## config.mk

```make
export PLATFORM = sky130hd
export DESIGN_NAME = prs_regbank
export DESIGN_NICKNAME = d
export VERILOG_FILES = /design/src/rtl/prs_pkg.sv /design/src/rtl/prs_addr_dec.sv /design/src/rtl/prs_setclr_reg.sv /design/src/rtl/prs_irq_gen.sv /design/src/rtl/prs_regbank.sv
export SDC_FILE = /design/constraint.sdc
export NUM_CORES = 1
export LEC_CHECK = 0
export ABC_CLOCK_PERIOD_IN_PS = 2200
export BUFFER_PORTS_ARGS = -buffer_cell sky130_fd_sc_hd__buf_2
export CELL_PAD_IN_SITES_DETAIL_PLACEMENT = 0
export CELL_PAD_IN_SITES_GLOBAL_PLACEMENT = 1
export CORE_UTILIZATION = 29
export DETAILED_ROUTE_END_ITERATION = 12
export PLACE_DENSITY_LB_ADDON = 0.1
export RECOVER_POWER = 100
export SKIP_CTS_REPAIR_TIMING = 1
export SYNTH_ARGS = -nofsm -noshare
export SYNTH_HDL_FRONTEND = slang
export SYNTH_SLANG_ARGS = --single-unit
```

## constraint.sdc

```tcl
create_clock -name clk -period 2.2 [get_ports clk]
set_input_delay 0.11 -clock clk [delete_from_list [all_inputs] [get_ports clk]]
set_output_delay 0.11 -clock clk [all_outputs]
set_load 0.1 [all_outputs]
```

## src/rtl/prs_pkg.sv

```systemverilog
package prs_pkg;
  localparam int IDX_CMD  = 0;
  localparam int IDX_MODE = 1;
  localparam int IDX_ENS  = 2;
  localparam int IDX_ENC  = 3;
  localparam int IDX_ENR  = 4;
  localparam int IDX_IMS  = 5;
  localparam int IDX_IMC  = 6;
  localparam int IDX_IMR  = 7;
  localparam int IDX_STS  = 8;

  typedef struct packed {
    logic cmd;
    logic mode;
    logic ens;
    logic enc;
    logic enr;
    logic ims;
    logic imc;
    logic imr;
    logic sts;
  } sel_t;
endpackage

```

## src/rtl/prs_addr_dec.sv

```systemverilog
module prs_addr_dec #(
  parameter int ADDR_W = 8
) (
  input  logic [ADDR_W-1:0] addr,
  output prs_pkg::sel_t     sel
);
  localparam int IDX_W = ADDR_W - 2;
  logic [IDX_W-1:0] idx;

  // word index only: low byte-lane bits never take part
  assign idx = addr[ADDR_W-1:2];

  always_comb begin
    sel = '0;
    case (int'(idx))
      prs_pkg::IDX_CMD:  sel.cmd  = 1'b1;
      prs_pkg::IDX_MODE: sel.mode = 1'b1;
      prs_pkg::IDX_ENS:  sel.ens  = 1'b1;
      prs_pkg::IDX_ENC:  sel.enc  = 1'b1;
      prs_pkg::IDX_ENR:  sel.enr  = 1'b1;
      prs_pkg::IDX_IMS:  sel.ims  = 1'b1;
      prs_pkg::IDX_IMC:  sel.imc  = 1'b1;
      prs_pkg::IDX_IMR:  sel.imr  = 1'b1;
      prs_pkg::IDX_STS:  sel.sts  = 1'b1;
      default:           sel      = '0;
    endcase
  end
endmodule

```

## src/rtl/prs_setclr_reg.sv

```systemverilog
module prs_setclr_reg #(
  parameter int W = 8
) (
  input  logic         clk,
  input  logic         rst,
  input  logic [W-1:0] set_i,
  input  logic [W-1:0] clr_i,
  output logic [W-1:0] q_o
);
  // clear has priority over set on the same bit
  always_ff @(posedge clk) begin
    if (rst) q_o <= '0;
    else     q_o <= (q_o | set_i) & ~clr_i;
  end
endmodule

```

## src/rtl/prs_irq_gen.sv

```systemverilog
module prs_irq_gen #(
  parameter int W = 8
) (
  input  logic         clk,
  input  logic         rst,
  input  logic [W-1:0] status_i,
  input  logic [W-1:0] mask_i,
  output logic         irq_o
);
  always_ff @(posedge clk) begin
    if (rst) irq_o <= 1'b0;
    else     irq_o <= |(status_i & mask_i);
  end
endmodule

```

## src/rtl/prs_regbank.sv

```systemverilog
module prs_regbank #(
  parameter int ADDR_W = 8,
  parameter int CMD_W  = 4,
  parameter int MODE_W = 12,
  parameter int EN_W   = 4,
  parameter int INT_W  = 8
) (
  input  logic              clk,
  input  logic              rst,
  input  logic              wr_en,
  input  logic              rd_en,
  input  logic [ADDR_W-1:0] addr,
  input  logic [31:0]       wdata,
  output logic [31:0]       rd_data_o,
  input  logic [INT_W-1:0]  status_i,
  input  logic [EN_W-1:0]   hw_clr_i,
  output logic [CMD_W-1:0]  cmd_pulse_o,
  output logic [MODE_W-1:0] mode_o,
  output logic [EN_W-1:0]   en_state_o,
  output logic              irq_o
);
  prs_pkg::sel_t    sel;
  logic [EN_W-1:0]  en_set, en_clr;
  logic [INT_W-1:0] im_set, im_clr, mask_q;
  logic [31:0]      rmux;

  prs_addr_dec #(.ADDR_W(ADDR_W)) u_dec (.addr(addr), .sel(sel));

  assign en_set = (wr_en && sel.ens) ? wdata[EN_W-1:0] : '0;
  assign en_clr = ((wr_en && sel.enc) ? wdata[EN_W-1:0] : '0) | hw_clr_i;
  assign im_set = (wr_en && sel.ims) ? wdata[INT_W-1:0] : '0;
  assign im_clr = (wr_en && sel.imc) ? wdata[INT_W-1:0] : '0;

  prs_setclr_reg #(.W(EN_W)) u_en (
    .clk(clk), .rst(rst), .set_i(en_set), .clr_i(en_clr), .q_o(en_state_o));

  prs_setclr_reg #(.W(INT_W)) u_mask (
    .clk(clk), .rst(rst), .set_i(im_set), .clr_i(im_clr), .q_o(mask_q));

  prs_irq_gen #(.W(INT_W)) u_irq (
    .clk(clk), .rst(rst), .status_i(status_i), .mask_i(mask_q), .irq_o(irq_o));

  always_ff @(posedge clk) begin
    if (rst) begin
      cmd_pulse_o <= '0;
      mode_o      <= '0;
    end else begin
      cmd_pulse_o <= (wr_en && sel.cmd) ? wdata[CMD_W-1:0] : '0;
      if (wr_en && sel.mode) mode_o <= wdata[MODE_W-1:0];
    end
  end

  always_comb begin
    rmux = '0;
    if (sel.mode) rmux = 32'(mode_o);
    if (sel.enr)  rmux = 32'(en_state_o);
    if (sel.imr)  rmux = 32'(mask_q);
    if (sel.sts)  rmux = 32'(status_i);
  end

  always_ff @(posedge clk) begin
    if (rst)        rd_data_o <= '0;
    else if (rd_en) rd_data_o <= rmux;
    else            rd_data_o <= '0;
  end
endmodule

```

* Yosys cells after proc, flatten, opt, wreduce, memory -nomap -nowiden
Cells that the tools add are included.
Word-level totals: word-level logic and storage cells 56, output and inout bits 53, bits of input ports 56, bits in registers 61
Cells by class: mux-type cells 17, eq/ne operators 8, reductions and logical operators 12, bitwise logic cells 11
Operators with widths (number):
- $mux 8 | 6
- $eq 6x3->1 const B | 4
- $and 8x8->8 | 2
- $eq 6x2->1 const B | 2
- $mux 1 | 9
- $mux 4 | 2
- $not 8->8 | 1
- $or 4x4->4 | 2
- $or 8x8->8 | 1
- $reduce_or 8->1 | 1
- $eq 6x1->1 const B | 1
- $eq 6x4->1 const B | 1
- $logic_and 1x1->1 | 6
- $logic_not 6->1 | 1
- $reduce_or 6->1 | 1
- $reduce_or 5->1 | 1
- $and 4x4->4 | 1
- $not 4->4 | 1
- $reduce_or 2->1 | 2
- $not 1->1 | 3

* Longest topological paths before layout
Gate-level depths: netlist (run 1).
word-level depth 7, mapped depth 6

* Cells and area by module
A second synthesis (run 1) with hierarchy kept.
Second synthesis, totals: cell total of the unflattened synthesis 229, area total of the unflattened synthesis 1996.9 um^2
Modules (own cells, without submodules):
- prs_regbank | area an instance 1441.4 um^2, times used 1, cells an instance 171
- prs_setclr_reg (u_mask) | area an instance 287.8 um^2, times used 1, cells an instance 25
- prs_setclr_reg (u_en) | area an instance 120.1 um^2, times used 1, cells an instance 12
- prs_addr_dec | area an instance 88.8 um^2, times used 1, cells an instance 15
- prs_irq_gen | area an instance 58.8 um^2, times used 1, cells an instance 6

* Worst setup path before layout (run 1)
No wires, ideal clock.
path kind input-to-reg, start point in addr[5], end point reg mode_o[0], setup slack 502 ps, data required time 2072 ps, stages 6, library setup time 128 ps, arrival 1570 ps, path buffers 2, path through or4_1 or4b_1 clkbuf_2 buf_6 mux2i_1 nor2_1
On the way: word-level cells in the longest chain between the ends 3
RTL lines:
- start: declaration | RTL line prs_regbank.sv:12 | input logic [ADDR_W-1:0] addr,
- $eq 6x1->1 | RTL line prs_addr_dec.sv:15 | case (int'(idx))
- $mux 1 | RTL line prs_addr_dec.sv:15
- $logic_and 1x1->1 | RTL line prs_regbank.sv:49 | if (wr_en && sel.mode) mode_o <= wdata[MODE_W-1:0];
- end signal: assignment | RTL line prs_regbank.sv:49
- end: declaration | RTL line prs_regbank.sv:18 | output logic [MODE_W-1:0] mode_o,
No other way between the ends. A chain may end at the register's enable or synchronous reset.

* Worst setup path after layout (run 1)
start point in addr[5], end point reg mode_o[2]
The elaborated chain is that of the path after synthesis.

==> results.md, run 1 <==
Clock tree:
- The H-tree depth is 2.
- The clock insertion delay at the later pin of the skew report is roughly 290 ps.
- Clock-pin slew was measured on the worst setup and hold paths at approximately 80 ps.
- The deepest clock path buffer count is 2.
- The tree is rooted in a clkbuf_8.
- Counting the buffers created by CTS gives 5.
- TritonCTS built the clock tree.
- The clock drives 41 sinks.

Worst setup path:
- Measured in cells, the most critical reg-to-reg path has a length of 3.
- In this run the critical register-to-register path is captured at rd_data_o[0].
- On the critical path, the stage with the largest delay is an instance of or4_1.
- The delay of the slowest critical-path stage is roughly 550 ps.
- The startpoint of the most critical setup path is addr[5].
- Of all nets on the critical path, the largest fanout is 12.
- The data arrival time of the critical path is ~1900 ps.
- Counting buffers and inverters, the worst setup path is 6 cells deep.
- The class of the most critical setup path is input pin to flip-flop.
- The end point of the critical path is mode_o[2].
- On the critical path the largest part of the delay comes from simple AND/OR/NAND/NOR gates.
- The worst setup path is captured at a flip-flop.
- For the worst setup path, the data required time is between 2000 and 2500 ps.
- The signal on the critical path passes through clkbuf_1, or4_1, or4b_1, clkbuf_2, mux2i_1, nor2_1.
- The launching element type of the critical path is an input pin.
- The worst setup slack for register-to-register paths is around 1200 ps.
- Together, buffers and inverters on the worst path number 2.
- The launch instance of the worst register-to-register path is u_en.q_o[0].

Routing:
- For this block, the via count after detailed routing is about 1600.
- The final layout contains routed wiring with a total length of ~4900 um.
- Dividing the detail-routed via count by the number of cells gives about 4.8.
- For this run, the detailed router's first-pass iteration total came to 8.
- After detailed routing, the number of remaining DRC violations is 0.
- The average wire per standard cell is 15.1 um.
- Once detail routing completed, the nets flagged for antenna violations numbered 0.
- The detailed router's first-iteration violation count is 108.

Yosys:
- The complex-gate fraction of the synthesized area is 18.6%.
- After synthesis, the largest family of logic cells by area is compound AO/OA/AOI/OAI gates.
- The synthesized design contains 41 register bits.
- In the synthesized netlist, the number of instances is roughly 180.
- The synthesized netlist contains 31 unique library cells.
- The post-synthesis share of cell area spent on and, or, nand and nor gates is 15.4%.
- The biggest area contributor in the post-synthesis netlist is dfxtp_1.
- Dividing the synthesized area by the synthesized cell count gives 9.66 sq um.
- The fraction of synthesized cell area taken by the top area cell type is between 40% and 50%.
- The synthesized netlist devotes 0% of its cell area to XOR and XNOR gates.
- The adder-cell area share of the yosys netlist is 0%.
- For this run, the number of Yosys warnings is 0.
- In this run the cell area of the synthesized design comes to between 1500 and 2000 sq um.
- Sequential cells were found to cover a little under half of the synthesized design area.
- The multiplexer share of the synthesized area is under 10%.
- In the post-synthesis netlist, the biggest area contributors are dfxtp_1 47%, buf_4 8.7%, mux2i_1 6.9%.

STA:
- The final-report hold violation count is 0.
- The transition time at the pin with the least slew margin is 1210 ps.
- Headroom to the max-slew limit came out at between 10% and 20%.
- The final critical path time including I/O delays and setup is about 1700 ps.
- Setup repair after global routing left no endpoint under its margin.
- The achievable frequency is 0.584 GHz.
- The final clock period utilization by the worst path is 77.8%.
- After routing, the total negative slack on setup checks comes to 0 ps.
- The final hold slack is between 20 and 25 ps.
- Across the routed clock network, the largest skew measured is 9.27 ps.
- The number of pins exceeding their max-slew limit in the final report is 0.
- Setup violations remaining at the end of the flow were counted as 0.

Cells and area:
- The sequential cell area is 821 sq um.
- The area added between synthesis and finish is 25.0%.
- The filler cell count is around 650.
- The multi-input combinational cells in the finished layout cover a total of 777 sq um.
- The cell area after layout is between 2000 and 2500 sq um.
- The core occupancy in the finished layout is 38.3%.
- Cells with a size suffix above 1 make up approximately 17% of the layout.
- The number of antenna diodes in the final layout is 0.
- The final layout net count is a little over 300.

Flow run:
- Max-cap violations in this run came to 0.

Power:
- The worst voltage drop across the vdd grid is 301 uV.
- In this run the power density over the cells is between 700 and 800 nW/um^2.
- The analysis attributes to cell leakage a power of just over 0.9 nW.

Place:
- The post-DP HPWL is between 3000 and 4000 um.
- The count of buffers from port buffering is 66.
- Routability-driven placement finished with a final weighted congestion of approximately 0.64.
- After detailed placement, the total cell area comes to ~2100 sq um.

Min path:
- Along the worst hold path, the cell count comes to 2.
- The worst hold-check path type is input pin to flip-flop.
- The hold path startpoint is wdata[7].

Die:
- The standard cell core area is approximately 5600 sq um.
- The width of the die is 79.2 um.
- The effective utilization at floorplan is between 30% and 40%.
- The number of top-level pins is between 100 and 150.
- The die area is between 6000 and 7000 sq um.
- The floorplan has 27 rows.
- The vertical die dimension is 79.2 um.

Run status:
- The flow ran to the end, and the final reports show no timing, DRC or antenna violations.

Global routing:
- The initial antenna violation count is 0.
- Entering global routing, the biggest net connects 29 pins.
- The aggregate global-route resource usage is between 10% and 20%.
- The number of global-route vias before repair is between 1000 and 1500.
- Summed over all layers, the global routing overflow is 0.
- The global-route wire length before repair is 7540 um.
[worst reg2reg max path, cell delays in order, from the launching register on]
cell	delay [ps]
dfxtp_1	360
and3_1	160
a211oi_1	50
o41ai_1	330
[metal layers]
metal | global-route usage (%) | routed length, um | up-vias | share of wire [%]
li1 | - | - | 764 | -
met1 | 20.7 | 2300 | 737 | 47
met2 | 25.9 | 2280 | 54 | 47
met3 | 3.91 | 280 | 2 | 5.7
met4 | 6.55 | 41 | 0 | 0.84
met5 | 0 | 0 | - | 0
[registers in the layout, indices dropped and copies added (netlist names)]
| signal | cells |
|---|---|
| mode_o | 12 |
| u_irq.irq_o | 1 |
| u_mask.q_o | 8 |
| rd_data_o | 12 |
| u_en.q_o | 4 |
| cmd_pulse_o | 4 |
[synthesized netlist by cell type (all sizes together)]
| master | instances |
|---|---|
| a2111oi | 4 |
| a211oi | 9 |
| a21oi | 18 |
| a222oi | 4 |
| a22oi | 4 |
| a32oi | 3 |
| a41oi | 1 |
| and2 | 4 |
| and3 | 6 |
| and4b | 3 |
| buf | 21 |
| clkbuf | 8 |
| conb | 1 |
| dfxtp | 41 |
| inv | 1 |
| mux2i | 12 |
| nand2 | 2 |
| nand2b | 2 |
| nand3 | 2 |
| nand4b | 1 |
| nor2 | 21 |
| nor2b | 2 |
| nor3 | 1 |
| nor4 | 1 |
| nor4b | 1 |
| o21ai | 3 |
| o41ai | 1 |
| or4 | 1 |
| or4b | 1 |
[placed cells by master, fill, tap and decap left out, types with 4 or more instances in the layout]
| master | netlist | layout |
|---|---|---|
| a2111oi_0 | 4 | 4 |
| and2_0 | 0 | 4 |
| clkbuf_8 | 0 | 5 |
| nor2_1 | 21 | 21 |
| buf_2 | 0 | 31 |
| a21oi_1 | 18 | 18 |
| dfxtp_1 | 41 | 41 |
| dlygate4sd3_1 | 0 | 4 |
| mux2i_1 | 12 | 12 |
| a22oi_1 | 4 | 4 |
| clkbuf_1 | 7 | 38 |
| conb_1 | 1 | 20 |
| a211oi_1 | 9 | 9 |
| and3_1 | 6 | 6 |
| a222oi_1 | 4 | 4 |
[cell families (layout without fill, tap and decap cells)]
group / after synthesis / count (layout)
simple gates: 48 / 48
other cells: 1 / 20
buf+inv: 30 / 85
compound gates: 47 / 47
mux: 12 / 12
flops: 41 / 41
[worst min path at each step]
stage                          endpoint  slack, ps
final                     u_mask.q_o[7]         20
after global placement      u_en.q_o[0]        290
after detailed placement    u_en.q_o[3]        290
after floorplan             u_en.q_o[3]        190
after global routing      u_mask.q_o[4]          7
after CTS                   u_en.q_o[3]        -40
[power breakdown]
group / internal, W / leakage [nW] / switching [W]
logic: 0.0000363 / 0.527 / 0.000211
clock network: 0.000340 / 0.0585 / 0.000278
registers: 0.000744 / 0.330 / 0.00000150
[final cells by class]
| cell class | instances | share of cell area [%] |
|---|---|---|
| flip-flops and latches | 41 | 38.0 |
| inverters | 1 | 0.174 |
| well taps | 72 | 4.17 |
| clock inverters | 3 | 2.03 |
| clock buffers | 5 | 3.18 |
| repair buffers | 76 | 16.6 |
| multi-input cells | 127 | 35.9 |
[stage by stage]
step	std cells	power, W	worst slack [ps]
after floorplan	198	0.000977	502
after global placement	313	0.00101	342
after detailed placement	313	0.00101	351
after CTS	321	0.00163	662
after global routing	325	0.00169	368
final	325	0.00161	489
No activity file was read; power rests on OpenSTA's default activity.
==> inputs of run 2 (changes only) <==
--- a/config.mk
+++ b/config.mk
@@ -5,7 +5,7 @@
 export SDC_FILE = /design/constraint.sdc
 export NUM_CORES = 1
 export LEC_CHECK = 0
-export ABC_CLOCK_PERIOD_IN_PS = 2200
+export ABC_CLOCK_PERIOD_IN_PS = 1600
 export BUFFER_PORTS_ARGS = -buffer_cell sky130_fd_sc_hd__buf_2
 export CELL_PAD_IN_SITES_DETAIL_PLACEMENT = 0
 export CELL_PAD_IN_SITES_GLOBAL_PLACEMENT = 1
==> constraint.sdc (replaced) <==
create_clock -name clk -period 1.6 [get_ports clk]
set_input_delay 0.08 -clock clk [delete_from_list [all_inputs] [get_ports clk]]
set_output_delay 0.08 -clock clk [all_outputs]
set_load 0.1 [all_outputs]
==> run 2 against run 1 <==
Compared with the run above: the run now ends with negative hold slack left; clock power is 40% higher; sequential share of layout area decreased by 2.2 points; core utilization up 2.5 points; first-iteration DRC count down 25%; clock skew decreased by 3.4 ps; routed wire length is 0.10% higher; via count up 2.1%; power is 40% higher; final cell count is 3.4% higher; sequential cell count unchanged; clock-buffer cell count up 1; largest cell class unchanged; largest power group unchanged.
==> results.md, run 2 (synthesized netlist as in run 1, its figures left out) <==
Run status:
- The flow ran to the end, but the final reports show violations.
- The final reports fail on negative hold slack.

Clock tree:
- The cell sitting at the root of the clock tree is a clkbuf_8.
- The clock-pin slew on the worst setup and hold paths came to 80 ps (about the same).
- The number of CTS-inserted buffers is 5 (unchanged).
- The deepest clock path buffer count came to 2 (unchanged).
- The H-tree depth is 2 (unchanged).
- The clock sink count is 41 (unchanged).
- The clock insertion delay at the later pin of the skew report came to 290 ps (about the same).
- The clock tree from TritonCTS is built.

Power:
- The cell internal power dissipation is 0.00159 W (+42%).
- The static power due to leakage is 1.08 nW (+18%).
- The sequential fraction of design power was 45.5% (-0.8 points).
- The worst voltage drop across the vdd grid is 302 uV (+0.37%).
- The total power density per cell area is 978 nW/um^2 (+31%).
- The switching fraction of total power is 29.2% (-1.3 points).
- The part of the total power dissipated in combinational logic is 16.0% (+0.7 points).
- The clock network fraction of total power is 38.5% (about the same).
- The net switching power figure is 0.000657 W (+34%).

Cells and area:
- The number of antenna cells inserted came to 0 (unchanged).
- The number of standard cells in the final layout excluding fillers was 336 (+3.4%).
- The share of post-route cells with drive strength above 1 is 32.6% (+16 points).
- The final layout net count is 319 (+3.6%).
- The area added between synthesis and finish is 33.1%.
- In the layout the commonest cells are 40 x dfxtp_1, 34 x clkbuf_2, 33 x buf_2, 21 x nor2_1, 20 x conb_1.
- The library cell used most frequently in the layout, excluding fill and tap cells, is dfxtp_1.
- The core occupancy in the finished layout is 40.8% (+2.5 points).
- The largest registers in the layout are mode_o (12), rd_data_o (12), u_mask.q_o (8).

STA:
- The number of endpoints failing setup at the final stage is 0 (unchanged).
- The final critical path time including I/O delays and setup is ~1400 ps.
- Dividing the final minimum period by the clock period gives ~90%.
- The final setup skew was 5.91 ps (-3.37 ps).
- The total negative slack is 0 ps (unchanged).
- The relative max-transition margin is 61.9% (+42 points).
- The final-report hold violation count is 1 (+1).
- The final hold slack is -1.76 ps (-23.1 ps).
- The number of pins exceeding their max-slew limit in the final report came to 0 (unchanged).
- Setup repair after global routing left no endpoint under its margin.
- The achievable frequency is 0.695 GHz.
- The transition time at the pin with the least slew margin was 571 ps (-635 ps).
- The worst setup slack after layout is 161 ps (-327 ps).

Worst setup path:
- Tracing the worst setup path back leads to its startpoint at addr[5].
- The delay of the slowest critical-path stage was 530 ps (-20 ps).
- The worst setup slack for register-to-register paths is 570 ps (-630 ps).
- The required time at the worst-slack endpoint is 1780 ps (-590 ps).
- The launching element type of the critical path is an input pin.
- The maximum fanout encountered on the critical timing path came to 12 (unchanged).
- The setup path with the least slack is of type input pin to flip-flop.
- In this run the critical register-to-register path is captured at rd_data_o[0].
- The launch instance of the worst register-to-register path is u_en.q_o[0].
- The critical path goes through buf_2, or4_4, or4b_1, buf_4, mux2i_1, nor2_1.
- The cell depth of the worst flop-to-flop path is 3 (unchanged).
- The data arrival time of the critical path is 1620 ps (-260 ps).
- The buffering stage count on the worst path with inverters included is 2 (unchanged).
- The kind of end point of the critical path is a flip-flop.
- The critical-path cell with the highest stage delay is or4_4.
- The category of cells accounting for the largest share of critical-path delay is simple AND/OR/NAND/NOR gates.

Die:
- The width of the die is 79.2 um (unchanged).
- The number of top-level pins was 109 (unchanged).
- The effective utilization at floorplan is 30.6% (unchanged).
- The die area is 6280 sq um (unchanged).
- The vertical die dimension came to 79.2 um (unchanged).
- The standard cell core area is 5640 sq um (unchanged).
- The standard-cell row count is 27 (unchanged).

Global routing:
- The global-route wire length before repair is 7550 um (about the same).
- The initial antenna violation count is 0 (unchanged).
- The global-route congestion overflow total was 0 (unchanged).
- The number of global-route vias before repair is 1453 (unchanged).
- The aggregate global-route resource usage is 16.2% (+0.040 points).
- The pin count of the biggest net entering global routing is 20 (-31%).

Place:
- The count of buffers from port buffering was 66 (unchanged).
- The post-DP HPWL is 3620 um (+5.2%).
- The post-placement cell count came to 322 (+2.9%).
- The pre-CTS setup slack came to -149 ps (-500 ps).
- The final estimated routing congestion in global placement was 0.757 (+17%).

Min path:
- The worst hold path cell count is 2 (unchanged).
- The hold path startpoint is wdata[5].
- The worst hold path terminates at u_mask.q_o[5].
- The worst hold-check path type is input pin to flip-flop.

Routing:
- The via count normalized by instance count came to 4.73 (-1.2%).
- The detailed router's first-iteration violation count is 81 (-25%).
- The post-detailed-route count of antenna-violating nets is 0 (unchanged).
- The average wire per standard cell is 14.6 um (-3.2%).
- The routed via count is 1590 (+2.1%).
- The number of detailed-route iterations in the first pass is 5 (-3).
- The number of remaining DRC errors is 0 (unchanged).
- The total detailed-routing wirelength is 4910 um (+0.10%).

Flow run:
- The number of max-cap violations is 0 (unchanged).
-- run 2: worst max-delay path by stage --
stage               endpoint  slack, ps  depth (start not counted)
4_1_cts            mode_o[3]        170                          6
3_5_place_dp       mode_o[6]       -150                          6
2_1_floorplan      mode_o[0]        -50                          6
5_1_grt        u_mask.q_o[3]         60                          8
3_3_place_gp       mode_o[3]       -140                          6
6_report           mode_o[6]        160                          6
-- run 2: layer usage --
| layer | track usage, % | wire (um) |
|---|---|---|
| met5 | 0 | 0 |
| met3 | 3.22 | 224 |
| met1 | 21.4 | 2350 |
| met2 | 25.9 | 2280 |
| met4 | 6.00 | 48 |
-- run 2: final cells by class --
| type | instances | area (sq um) |
|---|---|---|
| timing repair buffer | 87 | 478 |
| fill | 607 | 3340 |
| multi-input combinational | 127 | 787 |
| tap | 72 | 90.1 |
| inverter | 1 | 3.75 |
| clock buffer | 6 | 82.6 |
| sequential | 41 | 822 |
| clock inverter | 2 | 37.5 |
-- run 2: power groups by stage --
stage / clock network, W / logic, W / registers [W]
floorplan: 0 / 0.000278 / 0.00107
global placement: 0 / 0.000352 / 0.00105
detailed placement: 0 / 0.000351 / 0.00105
CTS: 0.000898 / 0.000352 / 0.00102
global route: 0.000945 / 0.000378 / 0.00103
finish: 0.000866 / 0.000360 / 0.00102
-- run 2: through the flow --
stage / cell area [sq um] / total power, W
2_1_floorplan: 1810 / 0.00134
4_1_cts: 2270 / 0.00227
3_5_place_dp: 2150 / 0.00140
6_report: 2300 / 0.00225
3_3_place_gp: 2150 / 0.00140
5_1_grt: 2300 / 0.00235
